--- src/rtl/gpio_irq_pkg.sv ---
package gpio_irq_pkg;

  localparam int unsigned BUS_W = 32;
  localparam int unsigned IDX_W = 4;

  // word index = byte offset / 4; software decodes these positions
  typedef enum logic [IDX_W-1:0] {
    RI_LEVEL = 4'd0,
    RI_DIR   = 4'd1,
    RI_IEN   = 4'd2,
    RI_STAT  = 4'd3,
    RI_PEND  = 4'd4,
    RI_CLR   = 4'd5,
    RI_MODE  = 4'd6,
    RI_SENSE = 4'd7,
    RI_VER   = 4'd8,
    RI_DUAL  = 4'd9
  } gpio_reg_e;

  localparam int unsigned MIN_DUAL_VERSION = 3;

endpackage

--- src/rtl/gpio_in_sync.sv ---
module gpio_in_sync #(
  parameter int unsigned NPINS  = 32,
  parameter int unsigned STAGES = 2
) (
  input  logic             clk,
  input  logic             rst_n,
  input  logic [NPINS-1:0] pin_in,
  output logic [NPINS-1:0] smp,
  output logic [NPINS-1:0] prev
);

  // STAGES synchronizer flops plus one more flop holding the previous sample
  localparam int unsigned DEPTH = STAGES + 1;

  logic [NPINS-1:0] chain_q [DEPTH];
  logic [NPINS-1:0] chain_d [DEPTH];

  always_comb begin
    chain_d[0] = pin_in;
    for (int i = 1; i < DEPTH; i++) begin
      chain_d[i] = chain_q[i-1];
    end
  end

  always_ff @(posedge clk or negedge rst_n) begin
    if (!rst_n) begin
      for (int i = 0; i < DEPTH; i++) chain_q[i] <= '0;
    end else begin
      for (int i = 0; i < DEPTH; i++) chain_q[i] <= chain_d[i];
    end
  end

  assign smp  = chain_q[STAGES-1];
  assign prev = chain_q[STAGES];

endmodule

--- src/rtl/gpio_trig_detect.sv ---
module gpio_trig_detect #(
  parameter int unsigned NPINS    = 32,
  parameter bit          HAS_DUAL = 1'b1
) (
  input  logic [NPINS-1:0] smp,
  input  logic [NPINS-1:0] prev,
  input  logic [NPINS-1:0] mode_edge,
  input  logic [NPINS-1:0] sense,
  input  logic [NPINS-1:0] dual,
  output logic [NPINS-1:0] trig_ev
);

  for (genvar g = 0; g < NPINS; g++) begin : g_pin
    logic rise_w, fall_w, lvl_w, edg_w;

    assign rise_w = smp[g] & ~prev[g];
    assign fall_w = ~smp[g] & prev[g];
    assign lvl_w  = sense[g] ? smp[g] : ~smp[g];

    if (HAS_DUAL) begin : g_dual
      assign edg_w = dual[g] ? (rise_w | fall_w)
                             : (sense[g] ? rise_w : fall_w);
    end else begin : g_single
      logic unused_dual;
      assign unused_dual = dual[g];
      assign edg_w = sense[g] ? rise_w : fall_w;
    end

    assign trig_ev[g] = mode_edge[g] ? edg_w : lvl_w;
  end

endmodule

--- src/rtl/gpio_irq_status.sv ---
module gpio_irq_status #(
  parameter int unsigned NPINS = 32
) (
  input  logic             clk,
  input  logic             rst_n,
  input  logic [NPINS-1:0] trig_ev,
  input  logic             clr_we,
  input  logic [NPINS-1:0] clr_mask,
  input  logic [NPINS-1:0] ien,
  output logic [NPINS-1:0] status,
  output logic [NPINS-1:0] pending,
  output logic             irq
);

  logic [NPINS-1:0] stat_q, stat_d;
  logic [NPINS-1:0] clr_eff;

  assign clr_eff = clr_we ? clr_mask : '0;

  // set beats clear in the same cycle
  always_comb begin
    stat_d = (stat_q & ~clr_eff) | trig_ev;
  end

  always_ff @(posedge clk or negedge rst_n) begin
    if (!rst_n) stat_q <= '0;
    else        stat_q <= stat_d;
  end

  assign status  = stat_q;
  assign pending = stat_q & ien;
  assign irq     = |pending;

endmodule

--- src/rtl/gpio_irq_bank.sv ---
module gpio_irq_bank
  import gpio_irq_pkg::*;
#(
  parameter int unsigned NPINS   = 32,
  parameter int unsigned VERSION = 3
) (
  input  logic              clk,
  input  logic              rst_n,
  input  logic              bus_sel,
  input  logic              bus_wr,
  input  logic [IDX_W-1:0]  bus_addr,
  input  logic [BUS_W-1:0]  bus_wdata,
  output logic [BUS_W-1:0]  bus_rdata,
  input  logic [NPINS-1:0]  pin_in,
  output logic [NPINS-1:0]  pin_out,
  output logic [NPINS-1:0]  pin_oe,
  output logic              irq
);

  localparam bit HAS_DUAL = (VERSION >= MIN_DUAL_VERSION);

  // register write strobes
  logic wr_any;
  logic we_level, we_dir, we_ien, we_clr, we_mode, we_sense, we_dual;
  logic [NPINS-1:0] wd;

  assign wr_any   = bus_sel & bus_wr;
  assign we_level = wr_any & (bus_addr == RI_LEVEL);
  assign we_dir   = wr_any & (bus_addr == RI_DIR);
  assign we_ien   = wr_any & (bus_addr == RI_IEN);
  assign we_clr   = wr_any & (bus_addr == RI_CLR);
  assign we_mode  = wr_any & (bus_addr == RI_MODE);
  assign we_sense = wr_any & (bus_addr == RI_SENSE);
  assign we_dual  = wr_any & (bus_addr == RI_DUAL);
  assign wd       = bus_wdata[NPINS-1:0];

  // configuration registers
  logic [NPINS-1:0] level_q, dir_q, ien_q, mode_q, sense_q, dual_q;
  logic [NPINS-1:0] level_d, dir_d, ien_d, mode_d, sense_d, dual_d;

  always_comb begin
    level_d = we_level ? wd : level_q;
    dir_d   = we_dir   ? wd : dir_q;
    ien_d   = we_ien   ? wd : ien_q;
    mode_d  = we_mode  ? wd : mode_q;
    sense_d = we_sense ? wd : sense_q;
    dual_d  = (we_dual && HAS_DUAL) ? wd : dual_q;
  end

  always_ff @(posedge clk or negedge rst_n) begin
    if (!rst_n) begin
      level_q <= '0;
      dir_q   <= '1;
      ien_q   <= '0;
      mode_q  <= '0;
      sense_q <= '0;
      dual_q  <= '0;
    end else begin
      level_q <= level_d;
      dir_q   <= dir_d;
      ien_q   <= ien_d;
      mode_q  <= mode_d;
      sense_q <= sense_d;
      dual_q  <= dual_d;
    end
  end

  assign pin_out = level_q;
  assign pin_oe  = ~dir_q;

  // input path
  logic [NPINS-1:0] smp_w, prev_w, trig_w;

  gpio_in_sync #(.NPINS(NPINS), .STAGES(2)) u_sync (
    .clk   (clk),
    .rst_n (rst_n),
    .pin_in(pin_in),
    .smp   (smp_w),
    .prev  (prev_w)
  );

  gpio_trig_detect #(.NPINS(NPINS), .HAS_DUAL(HAS_DUAL)) u_trig (
    .smp      (smp_w),
    .prev     (prev_w),
    .mode_edge(mode_q),
    .sense    (sense_q),
    .dual     (dual_q),
    .trig_ev  (trig_w)
  );

  logic [NPINS-1:0] stat_w, pend_w;

  gpio_irq_status #(.NPINS(NPINS)) u_stat (
    .clk     (clk),
    .rst_n   (rst_n),
    .trig_ev (trig_w),
    .clr_we  (we_clr),
    .clr_mask(wd),
    .ien     (ien_q),
    .status  (stat_w),
    .pending (pend_w),
    .irq     (irq)
  );

  // read mux
  function automatic logic [BUS_W-1:0] widen(input logic [NPINS-1:0] v);
    logic [BUS_W-1:0] r;
    r = '0;
    r[NPINS-1:0] = v;
    return r;
  endfunction

  logic rd_act;
  assign rd_act = bus_sel & ~bus_wr;

  always_comb begin
    bus_rdata = '0;
    if (rd_act) begin
      case (bus_addr)
        RI_LEVEL: bus_rdata = widen(smp_w);
        RI_DIR:   bus_rdata = widen(dir_q);
        RI_IEN:   bus_rdata = widen(ien_q);
        RI_STAT:  bus_rdata = widen(stat_w);
        RI_PEND:  bus_rdata = widen(pend_w);
        RI_MODE:  bus_rdata = widen(mode_q);
        RI_SENSE: bus_rdata = widen(sense_q);
        RI_VER:   bus_rdata = BUS_W'(VERSION);
        RI_DUAL:  bus_rdata = widen(dual_q);
        default:  bus_rdata = '0;
      endcase
    end
  end

endmodule

--- config.mk ---
export PLATFORM = sky130hd
export DESIGN_NAME = gpio_irq_bank
export DESIGN_NICKNAME = d
export VERILOG_FILES = /design/src/rtl/gpio_irq_pkg.sv /design/src/rtl/gpio_in_sync.sv /design/src/rtl/gpio_trig_detect.sv /design/src/rtl/gpio_irq_status.sv /design/src/rtl/gpio_irq_bank.sv
export SDC_FILE = /design/constraint.sdc
export NUM_CORES = 1
export LEC_CHECK = 0
export BUFFER_PORTS_ARGS = -buffer_cell sky130_fd_sc_hd__buf_2
export CAP_MARGIN = 40
export CORE_MARGIN = 2
export CORE_UTILIZATION = 55
export DETAILED_ROUTE_END_ITERATION = 8
export PLACE_DENSITY_LB_ADDON = 0.1
export SLEW_MARGIN = 20
export SYNTH_ARGS = -nofsm -noshare
export SYNTH_HDL_FRONTEND = slang
export SYNTH_HIERARCHICAL = 1
export SYNTH_SLANG_ARGS = --single-unit
--- constraint.sdc ---
create_clock -name clk -period 2.3 [get_ports clk]
set_input_delay 0 -clock clk [delete_from_list [all_inputs] [get_ports clk]]
set_output_delay 0 -clock clk [all_outputs]
set_load 0.01 [all_outputs]
-- After elaboration in Yosys (flattened, before gate mapping)
Cells that the tools add are included.
- bits in registers: 320
- output and inout port bits: 97
- equality and inequality tests: 9
- muxes and demuxes: 131
- bitwise gates (word level): 175
- reductions and logical operators: 2
- operators by type and width (kind ; count):
    $pmux 32 s9 ; 1
    $mux 1 ; 128
    $and 1x1->1 ; 73
    $not 1->1 ; 65
    $and 32x32->32 ; 2
    $mux 32 ; 2
    $not 32->32 ; 2
    $or 1x1->1 ; 32
    $or 32x32->32 ; 1
    $reduce_or 32->1 ; 1
    $eq 4x3->1 const B ; 4
    $eq 4x2->1 const B ; 2
    $eq 4x4->1 const B ; 2
    $eq 4x1->1 const B ; 1
    $logic_not 4->1 ; 1

-- Logic depth before layout (Yosys ltp)
Gate-level depths: netlist of the first run.
- depth after elaboration: 6
- gate-level depth with buffers: 8
- mapped depth without buffers: 6

-- Modules after synthesis
Netlist of the first run, hierarchy kept.
- by module, submodules not included (module ; instances ; cells an instance ; area each (sq um)):
    gpio_irq_bank ; 1 ; 778 ; 9645.5
    gpio_in_sync ; 1 ; 128 ; 2642.5
    gpio_trig_detect ; 1 ; 288 ; 2482.4
    gpio_irq_status ; 1 ; 144 ; 1471.4

-- Worst setup path after synthesis of the first run
OpenSTA, ideal clock, no wires.
- path type: register -> output
- from: register u_stat.stat_q[24], in the netlist u_stat/status[24]
- to: output port irq
- arrival: 1.984 ns
- data required time: 2.300 ns
- path slack: 0.316 ns
- stages on the path, launching flop included: 5
- cell sequence: dfrtp_1 > and2_4 > or4_1 > or4_1 > or4_1
- cells in the longest elaborated chain, start to end: 2
- ends and longest elaborated chain (element ; RTL line ; source):
    start, declared ; gpio_irq_status.sv:15 ; logic [NPINS-1:0] stat_q, stat_d;
    start signal, assigned ; gpio_irq_status.sv:27 ; else stat_q <= stat_d;
    $and 32x32->32 ; gpio_irq_status.sv:31 ; assign pending = stat_q & ien;
    via pend_w[24] ; gpio_irq_bank.sv:91 ; logic [NPINS-1:0] stat_w, pend_w;
    $reduce_or 32->1 ; gpio_irq_status.sv:32 ; assign irq = |pending;
    end, declared ; gpio_irq_bank.sv:17 ; output logic irq
The timed path passes the listed nets, and every way through them passes these cells.

-- Final worst setup path of the first run
- from: register u_stat.stat_q[10], in the netlist u_stat/status[10]
- to: output port irq
Same word-level chain as after synthesis.

==> results of run 1 <==
==> power by group through the flow <==
| stage | Clock, mW | Combinational, mW | Sequential (mW) |
|---|---|---|---|
| detailed placement | 0 | 2.72 | 7.33 |
| floorplan | 0 | 1.82 | 7.12 |
| CTS | 6.13 | 2.84 | 7.23 |
| global route | 6.39 | 3.10 | 7.35 |
| global placement | 0 | 2.65 | 7.29 |
| finish | 6.03 | 2.85 | 7.24 |
==> synthesized netlist by cell type, drive strengths merged (3+ instances only) <==
library cell and instances:
a31oi 10, mux2 237, o211ai 32, or4 9
dfrtp 288, ha 64, nor2b 6, a32oi 4
nor4 4, a22o 29, nand3 6, xor2 32
o21ai 41, nor2 28, or2 6, a32o 3
o22ai 6, dfstp 32, a221oi 15, a21o 35
and2 37, mux2i 35, and3 7, a21oi 25
nand2 85, o32ai 3, nand2b 5, nand3b 5
a22oi 18, buf 72, nor3 11, a222oi 4
inv 99, clkbuf 22, mux4 4
==> state kept, by name (all words and copies together) (netlist names) <==
register,cells
pin_out,32
dir_q,32
u_sync/smp,32
u_stat/status,32
u_sync/chain_d,32
ien_q,32
u_sync/prev,32
dual_q,32
mode_q,32
sense_q,32
==> what timing repair did <==
item,4_1_cts,5_1_grt
endpoints found under the setup margin,1,1
hold buffers,65,0
pin swaps,2,1
gates resized for setup,6,0
setup buffers,3,1
endpoints found under the hold margin,549,0
==> path summary, 6_finish.rpt <==
kind	from	end	slack (ns)
worst max-delay path	u_stat/status[10]	irq	-0.44
worst min-delay path	rst_n	u_sync/smp[14]	0.03
worst max register to register	u_sync/smp[18]	u_stat/status[18]	0.78
worst min register to register	u_sync/chain_d[44]	u_sync/smp[12]	0.34
max in group asynchronous	rst_n	dir_q[25]	1.45
min in group clk	pin_in[13]	u_sync/chain_d[45]	0.12
==> cell families (layout without fill, tap and decap cells) <==
| group | Yosys count | count (layout) | share of synthesized area, % |
|---|---|---|---|
| other | 0 | 1 | 0 |
| adder cells (fa/ha/maj) | 64 | 64 | 4.93 |
| buffers and inverters | 194 | 478 | 5.73 |
| XOR/XNOR | 32 | 32 | 1.73 |
| AND/OR/NAND/NOR | 213 | 213 | 6.68 |
| multiplexers | 276 | 276 | 19.9 |
| AO/OA/AOI/OAI | 239 | 239 | 11.5 |
| flip-flops | 320 | 320 | 49.5 |
==> layer usage <==
layer | routed length (microns) | vias to the layer above | share of wire (%)
li1 | - | 5229 | -
met3 | 2990 | 89 | 6.7
met2 | 21500 | 406 | 48
met5 | 0 | - | 0
met1 | 18600 | 5925 | 42
met4 | 1310 | 0 | 2.9
==> per-stage QoR <==
| stage | util, % | TNS (ns) | power, mW | setup slack, ns | instances |
|---|---|---|---|---|---|
| global route | 68.0 | -0.474 | 16.8 | -0.474 | 2007 |
| finish | 68.0 | -0.441 | 16.1 | -0.441 | 2007 |
| detailed placement | 61.2 | 0 | 10.0 | 0.0176 | 1870 |
| global placement | 61.2 | 0 | 9.93 | 0.00256 | 1870 |
| floorplan | - | 0 | 8.94 | 0.316 | 1338 |
| CTS | 68.0 | -0.426 | 16.2 | -0.426 | 2005 |
==> area by class of cell <==
cell class              instances  area [sq um]
clock inverters                 7           116
inverters                     100           375
diodes                          1          2.50
clock buffers                  60          1140
flip-flops and latches        320          8050
well taps                     384           480
repair buffers                311          2170
multi-input cells             824          7300
fillers                      2205          9220
==> worst reg2reg max path: cells and delay by family (launching register included) <==
kind | cells | cell delay (ns)
AOI/OAI and AO/OA | 3 | 0.41
buffers and inverters | 1 | 0.07
adders and majority gates | 1 | 0.20
muxes | 1 | 0.27
DFF | 1 | 0.46
==> impl_results.rst, run 1 <==
.. list-table::
   :header-rows: 1

   * - Metric
     - Value
   * - Result of the run
     - finished, violations left
   * - Violations in the final reports
     - negative setup slack
   * - Transition time at the pin with the least slew margin
     - 0.606 ns
   * - Internal Dissipation
     - 11.7 mW
   * - Placer congestion estimate
     - 0.878
   * - Required arrival time at the worst endpoint
     - 2.30 ns
   * - Post-layout min period
     - 2.74 ns
   * - Die height
     - 176 microns
   * - Arrival time at the worst endpoint
     - 2.74 ns
   * - Tightest slew margin relative to the limit
     - 59.4%
   * - Number of buffer and inverter stages on the critical path
     - 1
   * - Number of placed I/O pins
     - 169
   * - Tot GR Track Use
     - 29.0%
   * - Root Driver
     - sky130_fd_sc_hd__clkbuf_16
   * - Total wirelength of the detailed-routed design
     - 44400 microns
   * - Path class of the lowest-slack min-delay path
     - in2async
   * - Critical path's top delay family
     - simple AND/OR/NAND/NOR gates
   * - Post-route clock period utilization
     - 119%
   * - Delay contributed by the slowest stage of the critical path
     - 0.54 ns
   * - Setup ws final
     - -0.441 ns
   * - Max Clk Rate
     - 0.365 GHz
   * - Largest vdd supply drop
     - 587 uV
   * - Final antenna-violating net count
     - 0
   * - Number of cells produced by synthesis
     - 1338
   * - Global Route met2 Usage
     - 48.3%
   * - Pwr per Cell Area
     - 821 nW/um^2
   * - Number of pins with negative max-slew slack in the final report
     - 0
   * - Buffer levels on the longest clock path
     - 3
   * - P&R area growth vs syn
     - 20.9%
   * - Average cell area after synthesis
     - 12.1 sq um
   * - Worst setup EP type
     - output port
   * - Final count of negative-setup-slack endpoints
     - 1
   * - Area of the mapped netlist
     - 16200 sq um
   * - Antenna violations before repair
     - 1
   * - Cell row count
     - 62
   * - Count of yosys warnings during synthesis
     - 6
   * - Layout cells sized above 1
     - 36.7%
   * - Critical path's slowest cell
     - sky130_fd_sc_hd__or4_1
   * - Number of hold violations in the final report
     - 0
   * - Die ar.
     - 30900 sq um
   * - Clock-pin transition on the worst setup and hold timing paths
     - 0.06 ns
   * - Maximum fanout along the worst path
     - 2
   * - TritonCTS clock tree
     - yes
   * - Wire length per cell after detailed routing
     - 22.1 microns
   * - Number of max-capacitance violations reported
     - 0
   * - Proportion of power drawn by flip-flops and latches
     - 44.9%
   * - Area after DPL
     - 17700 sq um
   * - Worst-case reg-to-reg path depth
     - 6
   * - Cell-by-cell listing of the critical path
     - and2_1 > or4_1 > or4_4 > or4_4 > buf_6
   * - Overflow left after global routing
     - 0
   * - HPWL reported at the end of detailed placement
     - 30100 microns
   * - Met3 usage in global routing
     - 4.65%
   * - Crit. path cell count
     - 5
   * - DRC
     - 0
   * - Smallest hold slack
     - 0.0327 ns
   * - Final non-filler cell area
     - 19600 sq um
   * - Kind of critical path
     - reg2out
   * - Unique masters post-synth
     - 62
   * - Via density per instance
     - 5.80
   * - H-tree lvl count
     - 2
   * - Cell type with the largest total area after synthesis
     - sky130_fd_sc_hd__dfrtp_1
   * - Relative contribution of combinational cells to total power
     - 17.7%
   * - Leak pwr
     - 9.15 nW
   * - Sequential-to-total area share from yosys stat
     - 49.5%
   * - Die boundary width
     - 176 microns
   * - Number of synthesized flops with an enable pin
     - 0
   * - Most frequent standard cell in the layout excluding fill and tap cells
     - sky130_fd_sc_hd__dfrtp_1
   * - Area contributors post-synth
     - sky130_fd_sc_hd__dfrtp_1, sky130_fd_sc_hd__mux2_2, sky130_fd_sc_hd__dfstp_2
   * - Number of I/O port buffers
     - 168
   * - First-pass iteration count of the detailed router
     - 5
   * - Highest-count cells in the layout ignoring fill and taps
     - sky130_fd_sc_hd__dfrtp_1, sky130_fd_sc_hd__mux2_2, sky130_fd_sc_hd__buf_2
   * - Met1 Usage GRT
     - 39.1%
   * - Total net switching power
     - 4.39 mW
   * - Proportion of total power due to net switching
     - 27.2%
   * - Post-Synthesis Net Count
     - 1474
   * - Power share of the clock group
     - 37.4%
   * - TritonCTS Buffers
     - 37
   * - Element type at the critical path start
     - flop
   * - Core region area
     - 28900 sq um
   * - Layer with the highest usage
     - met2
   * - Number of global-route vias before repair
     - 11879
   * - Maximum clock skew at final layout
     - 0.0195 ns
   * - Critical path's most frequent cell
     - sky130_fd_sc_hd__or4_4
   * - RSZ-0062 raised after global routing
     - yes
   * - Top-area cell type share of the netlist area
     - 44.4%
   * - Initial Util
     - 56.3%
   * - Vias
     - 11649
   * - Async set or reset register ratio after synthesis
     - 100%
   * - Clock sink total
     - 320
   * - DRC violation total after the first TritonRoute iteration
     - 886
   * - Final Net Count
     - 1730
   * - Clock insertion delay at the later pin of the skew report
     - 0.52 ns
   * - Wire length of the first global-routing pass
     - 68600 microns
   * - Synth Register Bits
     - 320
   * - Maximum number of pins on one net before global-route repair
     - 60
   * - Post-synth top flop
     - sky130_fd_sc_hd__dfrtp_1
Note: power is estimated with default switching activity, not from simulation.
==> inputs of run 2 (changes only) <==
--- a/config.mk
+++ b/config.mk
@@ -8,9 +8,9 @@
 export BUFFER_PORTS_ARGS = -buffer_cell sky130_fd_sc_hd__buf_2
 export CAP_MARGIN = 40
 export CORE_MARGIN = 2
-export CORE_UTILIZATION = 55
+export CORE_UTILIZATION = 54
 export DETAILED_ROUTE_END_ITERATION = 8
-export PLACE_DENSITY_LB_ADDON = 0.1
+export PLACE_DENSITY = 0.87
 export SLEW_MARGIN = 20
 export SYNTH_ARGS = -nofsm -noshare
 export SYNTH_HDL_FRONTEND = slang
==> constraint.sdc (replaced) <==
create_clock -name clk -period 2.2 [get_ports clk]
set_input_delay 0 -clock clk [delete_from_list [all_inputs] [get_ports clk]]
set_output_delay 0 -clock clk [all_outputs]
set_load 0.01 [all_outputs]
==> run 2 against run 1 <==
Effect of this change: the run still ends with negative setup slack left; register-to-register slack worse by 0.18 ns; sequential share of layout area down 0.052 points; design area up 0.13%; worst setup slack worse by 0.10 ns; sequential power up 5.1%; flip-flop and latch count unchanged; non-clock buffer count up 9; highest routed layer is now met5; utilization down 1.7 points; hold slack better by 0.058 ns; clock-buffer cell count down 7; critical path depth unchanged; first-iteration DRC count up 54%.
==> impl_results.rst, run 2 (same netlist as run 1, synthesis figures left out) <==
.. list-table::
   :header-rows: 1

   * - Metric
     - Value
   * - Wire length per cell after detailed routing
     - 22.8 microns
   * - Cell row count
     - 63
   * - Post-route clock period utilization
     - 125%
   * - Setup ws final
     - -0.542 ns
   * - Initial Util
     - 54.8%
   * - Worst-case reg-to-reg path depth
     - 6
   * - Maximum clock skew at final layout
     - 0.0166 ns
   * - Die ar.
     - 31500 sq um
   * - Wire length of the first global-routing pass
     - 71600 microns
   * - Placer congestion estimate
     - 0.927
   * - Transition time at the pin with the least slew margin
     - 0.841 ns
   * - Number of max-capacitance violations reported
     - 0
   * - Kind of critical path
     - reg2out
   * - Path class of the lowest-slack min-delay path
     - in2async
   * - Worst setup EP type
     - output port
   * - Area after DPL
     - 17800 sq um
   * - Number of hold violations in the final report
     - 0
   * - Highest-count cells in the layout ignoring fill and taps
     - sky130_fd_sc_hd__dfrtp_1, sky130_fd_sc_hd__mux2_2, sky130_fd_sc_hd__buf_2
   * - Number of pins with negative max-slew slack in the final report
     - 0
   * - Element type at the critical path start
     - flop
   * - Leak pwr
     - 9.15 nW
   * - Final count of negative-setup-slack endpoints
     - 1
   * - Number of global-route vias before repair
     - 12894
   * - TritonCTS Buffers
     - 35
   * - Reg-to-Reg Start
     - u_sync/smp[12]
   * - Core region area
     - 29600 sq um
   * - Result of the run
     - finished, violations left
   * - Internal Dissipation
     - 12.1 mW
   * - Maximum number of pins on one net before global-route repair
     - 91
   * - Root Driver
     - sky130_fd_sc_hd__clkbuf_16
   * - TritonCTS clock tree
     - yes
   * - Number of placed I/O pins
     - 169
   * - Most frequent standard cell in the layout excluding fill and tap cells
     - sky130_fd_sc_hd__dfrtp_1
   * - First-pass iteration count of the detailed router
     - 6
   * - DRC violation total after the first TritonRoute iteration
     - 1368
   * - Smallest hold slack
     - 0.0908 ns
   * - Antenna violations before repair
     - 2
   * - Total net switching power
     - 4.67 mW
   * - Flop2flop setup slack
     - 0.60 ns
   * - DRC
     - 0
   * - Clock insertion delay at the later pin of the skew report
     - 0.52 ns
   * - Final Net Count
     - 1737
   * - Buffer levels on the longest clock path
     - 3
   * - Vias
     - 12303
   * - Die height
     - 177 microns
   * - Proportion of power drawn by flip-flops and latches
     - 45.5%
   * - Total wirelength of the detailed-routed design
     - 46000 microns
   * - Relative contribution of combinational cells to total power
     - 18.4%
   * - Power share of the clock group
     - 36.1%
   * - Total power draw
     - 16.7 mW
   * - Required arrival time at the worst endpoint
     - 2.20 ns
   * - Max Clk Rate
     - 0.365 GHz
   * - H-tree lvl count
     - 2
   * - Pwr per Cell Area
     - 851 nW/um^2
   * - Via density per instance
     - 6.10
   * - Post-layout min period
     - 2.74 ns
   * - Arrival time at the worst endpoint
     - 2.74 ns
   * - RSZ-0062 raised after global routing
     - yes
   * - Proportion of total power due to net switching
     - 27.9%
   * - Tightest slew margin relative to the limit
     - 43.9%
   * - Largest vdd supply drop
     - 745 uV
   * - P&R area growth vs syn
     - 21.1%
   * - Violations in the final reports
     - negative setup slack
   * - Die boundary width
     - 177 microns
   * - Layout cells sized above 1
     - 37.2%
   * - Number of fillers in the final layout
     - 2087
   * - Clock-pin transition on the worst setup and hold timing paths
     - 0.06 ns
   * - Final non-filler cell area
     - 19700 sq um
   * - Final antenna-violating net count
     - 0
   * - Clock sink total
     - 320
   * - HPWL reported at the end of detailed placement
     - 30100 microns
   * - R2r endpoint
     - u_stat/status[12]
   * - Overflow left after global routing
     - 0
   * - Maximum fanout along the worst path
     - 2
   * - Number of I/O port buffers
     - 168
   * - Tot GR Track Use
     - 29.5%
## run 2: cell count changes in the layout (fill, tap and decap cells not counted)
cell	delta
sky130_fd_sc_hd__or4_1	-1
sky130_fd_sc_hd__clkinvlp_4	+2
sky130_fd_sc_hd__and2_4	+1
sky130_fd_sc_hd__clkbuf_8	-2
sky130_fd_sc_hd__buf_12	+1
sky130_fd_sc_hd__or4_4	+1
sky130_fd_sc_hd__clkinv_2	+1
sky130_fd_sc_hd__clkbuf_1	-3
sky130_fd_sc_hd__buf_4	+8
sky130_fd_sc_hd__and2_1	-1
sky130_fd_sc_hd__clkbuf_16	-2
## run 2: layout make-up
type                    instances  area (sq um)  area share [%]
flip-flops and latches        320          8050            40.9
multi-input cells             824          7310            37.2
repair buffers                320          2250            11.4
clock buffers                  53          1060            5.37
well taps                     390           488            2.48
inverters                     100           375            1.91
clock inverters                10           136           0.694
diodes                          1          2.50          0.0127
## run 2: repair_timing
item,4_1_cts,5_1_grt
gates resized for setup,6,2
hold buffers,65,0
endpoints found under the hold margin,335,0
endpoints found under the setup margin,1,1
setup buffers,2,1
pin swaps,3,1
## run 2: critical path: stages (launching register included)
cell and delay, ns:
sky130_fd_sc_hd__dfrtp_1 0.38, sky130_fd_sc_hd__and2_4 0.17, sky130_fd_sc_hd__or4_1 0.52, sky130_fd_sc_hd__or4_4 0.46, sky130_fd_sc_hd__or4_4 0.56, sky130_fd_sc_hd__buf_6 0.14
## run 2: metrics by stage
stage | std cells | setup WS (ns) | util [%] | TNS (ns)
floorplan | 1338 | 0.216 | - | 0
global placement | 1886 | -0.0784 | 59.9 | -0.0784
detailed placement | 1886 | -0.0743 | 59.9 | -0.0743
CTS | 2016 | -0.532 | 66.3 | -0.532
global route | 2018 | -0.569 | 66.3 | -0.569
finish | 2018 | -0.542 | 66.3 | -0.542
## run 2: how the worst max path moves through the flow
stage | startpoint | endpoint | slack, ns | cells after the start
3_3_place_gp | u_stat/status[5] | irq | -0.08 | 5
3_5_place_dp | u_stat/status[10] | irq | -0.07 | 5
2_1_floorplan | u_stat/status[24] | irq | 0.22 | 4
6_report | u_stat/status[13] | irq | -0.54 | 5
5_1_grt | u_stat/status[13] | irq | -0.57 | 5
4_1_cts | u_stat/status[5] | irq | -0.53 | 5
## run 2: power by group through the flow
stage	Clock, mW	Combinational [mW]	Sequential (mW)
after floorplan	0	1.90	7.45
after global placement	0	2.77	7.60
after detailed placement	0	2.87	7.67
after CTS	6.09	3.02	7.58
after global routing	6.34	3.33	7.71
final	6.05	3.08	7.61
## run 2: layer usage
layer | vias to the layer above | part of all wire, % | wire length [microns] | track usage [%]
met2 | 746 | 48 | 21900 | 47.8
met3 | 185 | 9.4 | 4320 | 5.33
met5 | - | 0.028 | 13 | 0
li1 | 5237 | - | - | -
met4 | 2 | 4.8 | 2210 | 14.8
met1 | 6133 | 38 | 17600 | 38.1
==> inputs of run 3 (changes only) <==
--- a/config.mk
+++ b/config.mk
@@ -7,6 +7,7 @@
 export LEC_CHECK = 0
 export BUFFER_PORTS_ARGS = -buffer_cell sky130_fd_sc_hd__buf_2
 export CAP_MARGIN = 40
+export CORE_ASPECT_RATIO = 0.5
 export CORE_MARGIN = 2
 export CORE_UTILIZATION = 54
 export DETAILED_ROUTE_END_ITERATION = 8
==> run 3 against run 2 <==
Effect of this change: worst setup slack got worse by 0.045 ns; critical endpoint unchanged; highest routed layer is now met4; the run ends with negative hold slack, negative setup slack left; clock-buffer cell count shrank 9; clock skew is 0.0017 ns lower; first-iteration DRC count up 14%.
==> impl_results.rst, run 3 (same netlist as run 1, synthesis figures left out) <==
.. list-table::
   :header-rows: 1

   * - Metric
     - Value
   * - Final non-filler cell area
     - 19400 sq um
   * - Tot GR Track Use
     - 29.3%
   * - TritonCTS clock tree
     - yes
   * - Total wirelength of the detailed-routed design
     - 46500 microns
   * - Post-layout min period
     - 2.79 ns
   * - Transition time at the pin with the least slew margin
     - 0.752 ns
   * - First-pass iteration count of the detailed router
     - 6
   * - Max Clk Rate
     - 0.359 GHz
   * - Maximum fanout along the worst path
     - 2
   * - Pwr per Cell Area
     - 812 nW/um^2
   * - Kind of critical path
     - reg2out
   * - Arrival time at the worst endpoint
     - 2.79 ns
   * - Smallest hold slack
     - -0.0140 ns
   * - Number of placed I/O pins
     - 169
   * - TritonCTS Buffers
     - 29
   * - Layout cells sized above 1
     - 36.3%
   * - Required arrival time at the worst endpoint
     - 2.20 ns
   * - Result of the run
     - finished, violations left
   * - Post-Place Worst Slack
     - -0.0935 ns
   * - Die ar.
     - 31600 sq um
   * - Cell row count
     - 44
   * - Setup ws final
     - -0.587 ns
   * - Wire length per cell after detailed routing
     - 23.2 microns
   * - Largest vdd supply drop
     - 652 uV
   * - Violations in the final reports
     - negative hold slack, negative setup slack
   * - Number of global-route vias before repair
     - 12769
   * - Maximum number of pins on one net before global-route repair
     - 73
   * - Root Driver
     - sky130_fd_sc_hd__clkbuf_16
   * - Die boundary width
     - 249 microns
   * - Clock-pin transition on the worst setup and hold timing paths
     - 0.07 ns
   * - Antenna violations before repair
     - 0
   * - Placer congestion estimate
     - 0.923
   * - Post-route clock period utilization
     - 127%
   * - Vias
     - 12403
   * - Leak pwr
     - 9.00 nW
   * - Area after DPL
     - 17800 sq um
   * - Highest-count cells in the layout ignoring fill and taps
     - sky130_fd_sc_hd__dfrtp_1, sky130_fd_sc_hd__mux2_2, sky130_fd_sc_hd__buf_2
   * - Wire length of the first global-routing pass
     - 72400 microns
   * - Number of I/O port buffers
     - 168
   * - Number of fillers in the final layout
     - 1937
   * - Number of hold violations in the final report
     - 7
   * - Buffer levels on the longest clock path
     - 3
   * - Worst setup EP type
     - output port
   * - RSZ-0062 raised after global routing
     - yes
   * - Final Net Count
     - 1724
   * - Number of diodes added for antenna fixing
     - 0
   * - Final count of negative-setup-slack endpoints
     - 1
   * - Final antenna-violating net count
     - 0
   * - Most frequent standard cell in the layout excluding fill and tap cells
     - sky130_fd_sc_hd__dfrtp_1
   * - Tightest slew margin relative to the limit
     - 49.7%
   * - HPWL reported at the end of detailed placement
     - 30200 microns
   * - Element type at the critical path start
     - flop
   * - P&R area growth vs syn
     - 19.2%
   * - Core region area
     - 29300 sq um
   * - Number of pins with negative max-slew slack in the final report
     - 0
   * - Number of max-capacitance violations reported
     - 0
   * - Via density per instance
     - 6.20
   * - DRC violation total after the first TritonRoute iteration
     - 1553
   * - Initial Util
     - 55.5%
   * - H-tree lvl count
     - 1
   * - Post-Place Cells
     - 1880
   * - DRC
     - 0
   * - Overflow left after global routing
     - 0
   * - Number of standard cells in the final layout excluding fillers
     - 2002
   * - Clock insertion delay at the later pin of the skew report
     - 0.57 ns
   * - Maximum clock skew at final layout
     - 0.0149 ns
   * - Path class of the lowest-slack min-delay path
     - in2async
   * - Die height
     - 127 microns
   * - Clock sink total
     - 320
run 3: cell types whose count changed in the layout (fill, tap and decap cells not counted), moves of 4 or more:
cell                        before  now
sky130_fd_sc_hd__buf_4          80   69
sky130_fd_sc_hd__buf_12          7   11
sky130_fd_sc_hd__clkbuf_8        7    1
sky130_fd_sc_hd__clkbuf_1        9   14
sky130_fd_sc_hd__clkbuf_16      37   29
run 3: timing repair:
item                                    4_1_cts  5_1_grt
endpoints found under the setup margin        1        1
hold buffers                                 65        0
endpoints found under the hold margin       551        0
setup buffers                                 2        1
resized for setup                             8        1
pin swaps                                     2        1
run 3: critical path, cell delays in order (launching register included):
cell,delay (ns)
sky130_fd_sc_hd__dfrtp_1,0.39
sky130_fd_sc_hd__and2_4,0.15
sky130_fd_sc_hd__or4_4,0.54
sky130_fd_sc_hd__or4_4,0.44
sky130_fd_sc_hd__or4_4,0.55
sky130_fd_sc_hd__buf_6,0.14
run 3: where the power goes:
part / leakage (nW) / internal (mW) / switching (mW)
Clock: 0.442 / 2.73 / 2.24
Combinational: 4.78 / 1.62 / 1.51
Sequential: 3.78 / 6.76 / 0.853
run 3: worst paths after layout:
path | from | end | slack [ns] | cells after the start
worst max-delay path | ien_q[13] | irq | -0.59 | 5
worst min-delay path | rst_n | u_sync/chain_d[32] | -0.01 | 2
worst max register to register | u_sync/smp[26] | u_stat/status[26] | 0.64 | 6
worst min register to register | u_sync/chain_d[41] | u_sync/smp[9] | 0.35 | 0
max in group asynchronous | rst_n | dir_q[21] | 1.41 | 3
min in group clk | pin_in[7] | u_sync/chain_d[39] | 0.07 | 2
run 3: routing by layer:
| layer | global-route usage, % | wire length (microns) | vias up |
|---|---|---|---|
| li1 | - | - | 5225 |
| met1 | 38.4 | 18100 | 6215 |
| met2 | 47.6 | 22100 | 792 |
| met3 | 6.12 | 4450 | 171 |
| met4 | 12.9 | 1830 | 0 |
| met5 | 0 | 0 | - |
run 3: layout make-up:
class,instances,area [sq um],share of cell area [%]
Sequential cell,320,8050,41.6
Multi-Input combinational cell,824,7310,37.7
Clock buffer,44,792,4.09
Tap cell,391,489,2.53
Clock inverter,10,108,0.556
Inverter,100,375,1.94
Timing Repair Buffer,313,2250,11.6
run 3: stage by stage:
stage	power [mW]	TNS (ns)	utilization, %
floorplan	9.34	0	-
global placement	10.4	-0.0549	60.6
detailed placement	10.5	-0.0935	60.6
CTS	15.6	-0.570	66.1
global route	16.3	-0.593	66.1
finish	15.7	-0.587	66.1
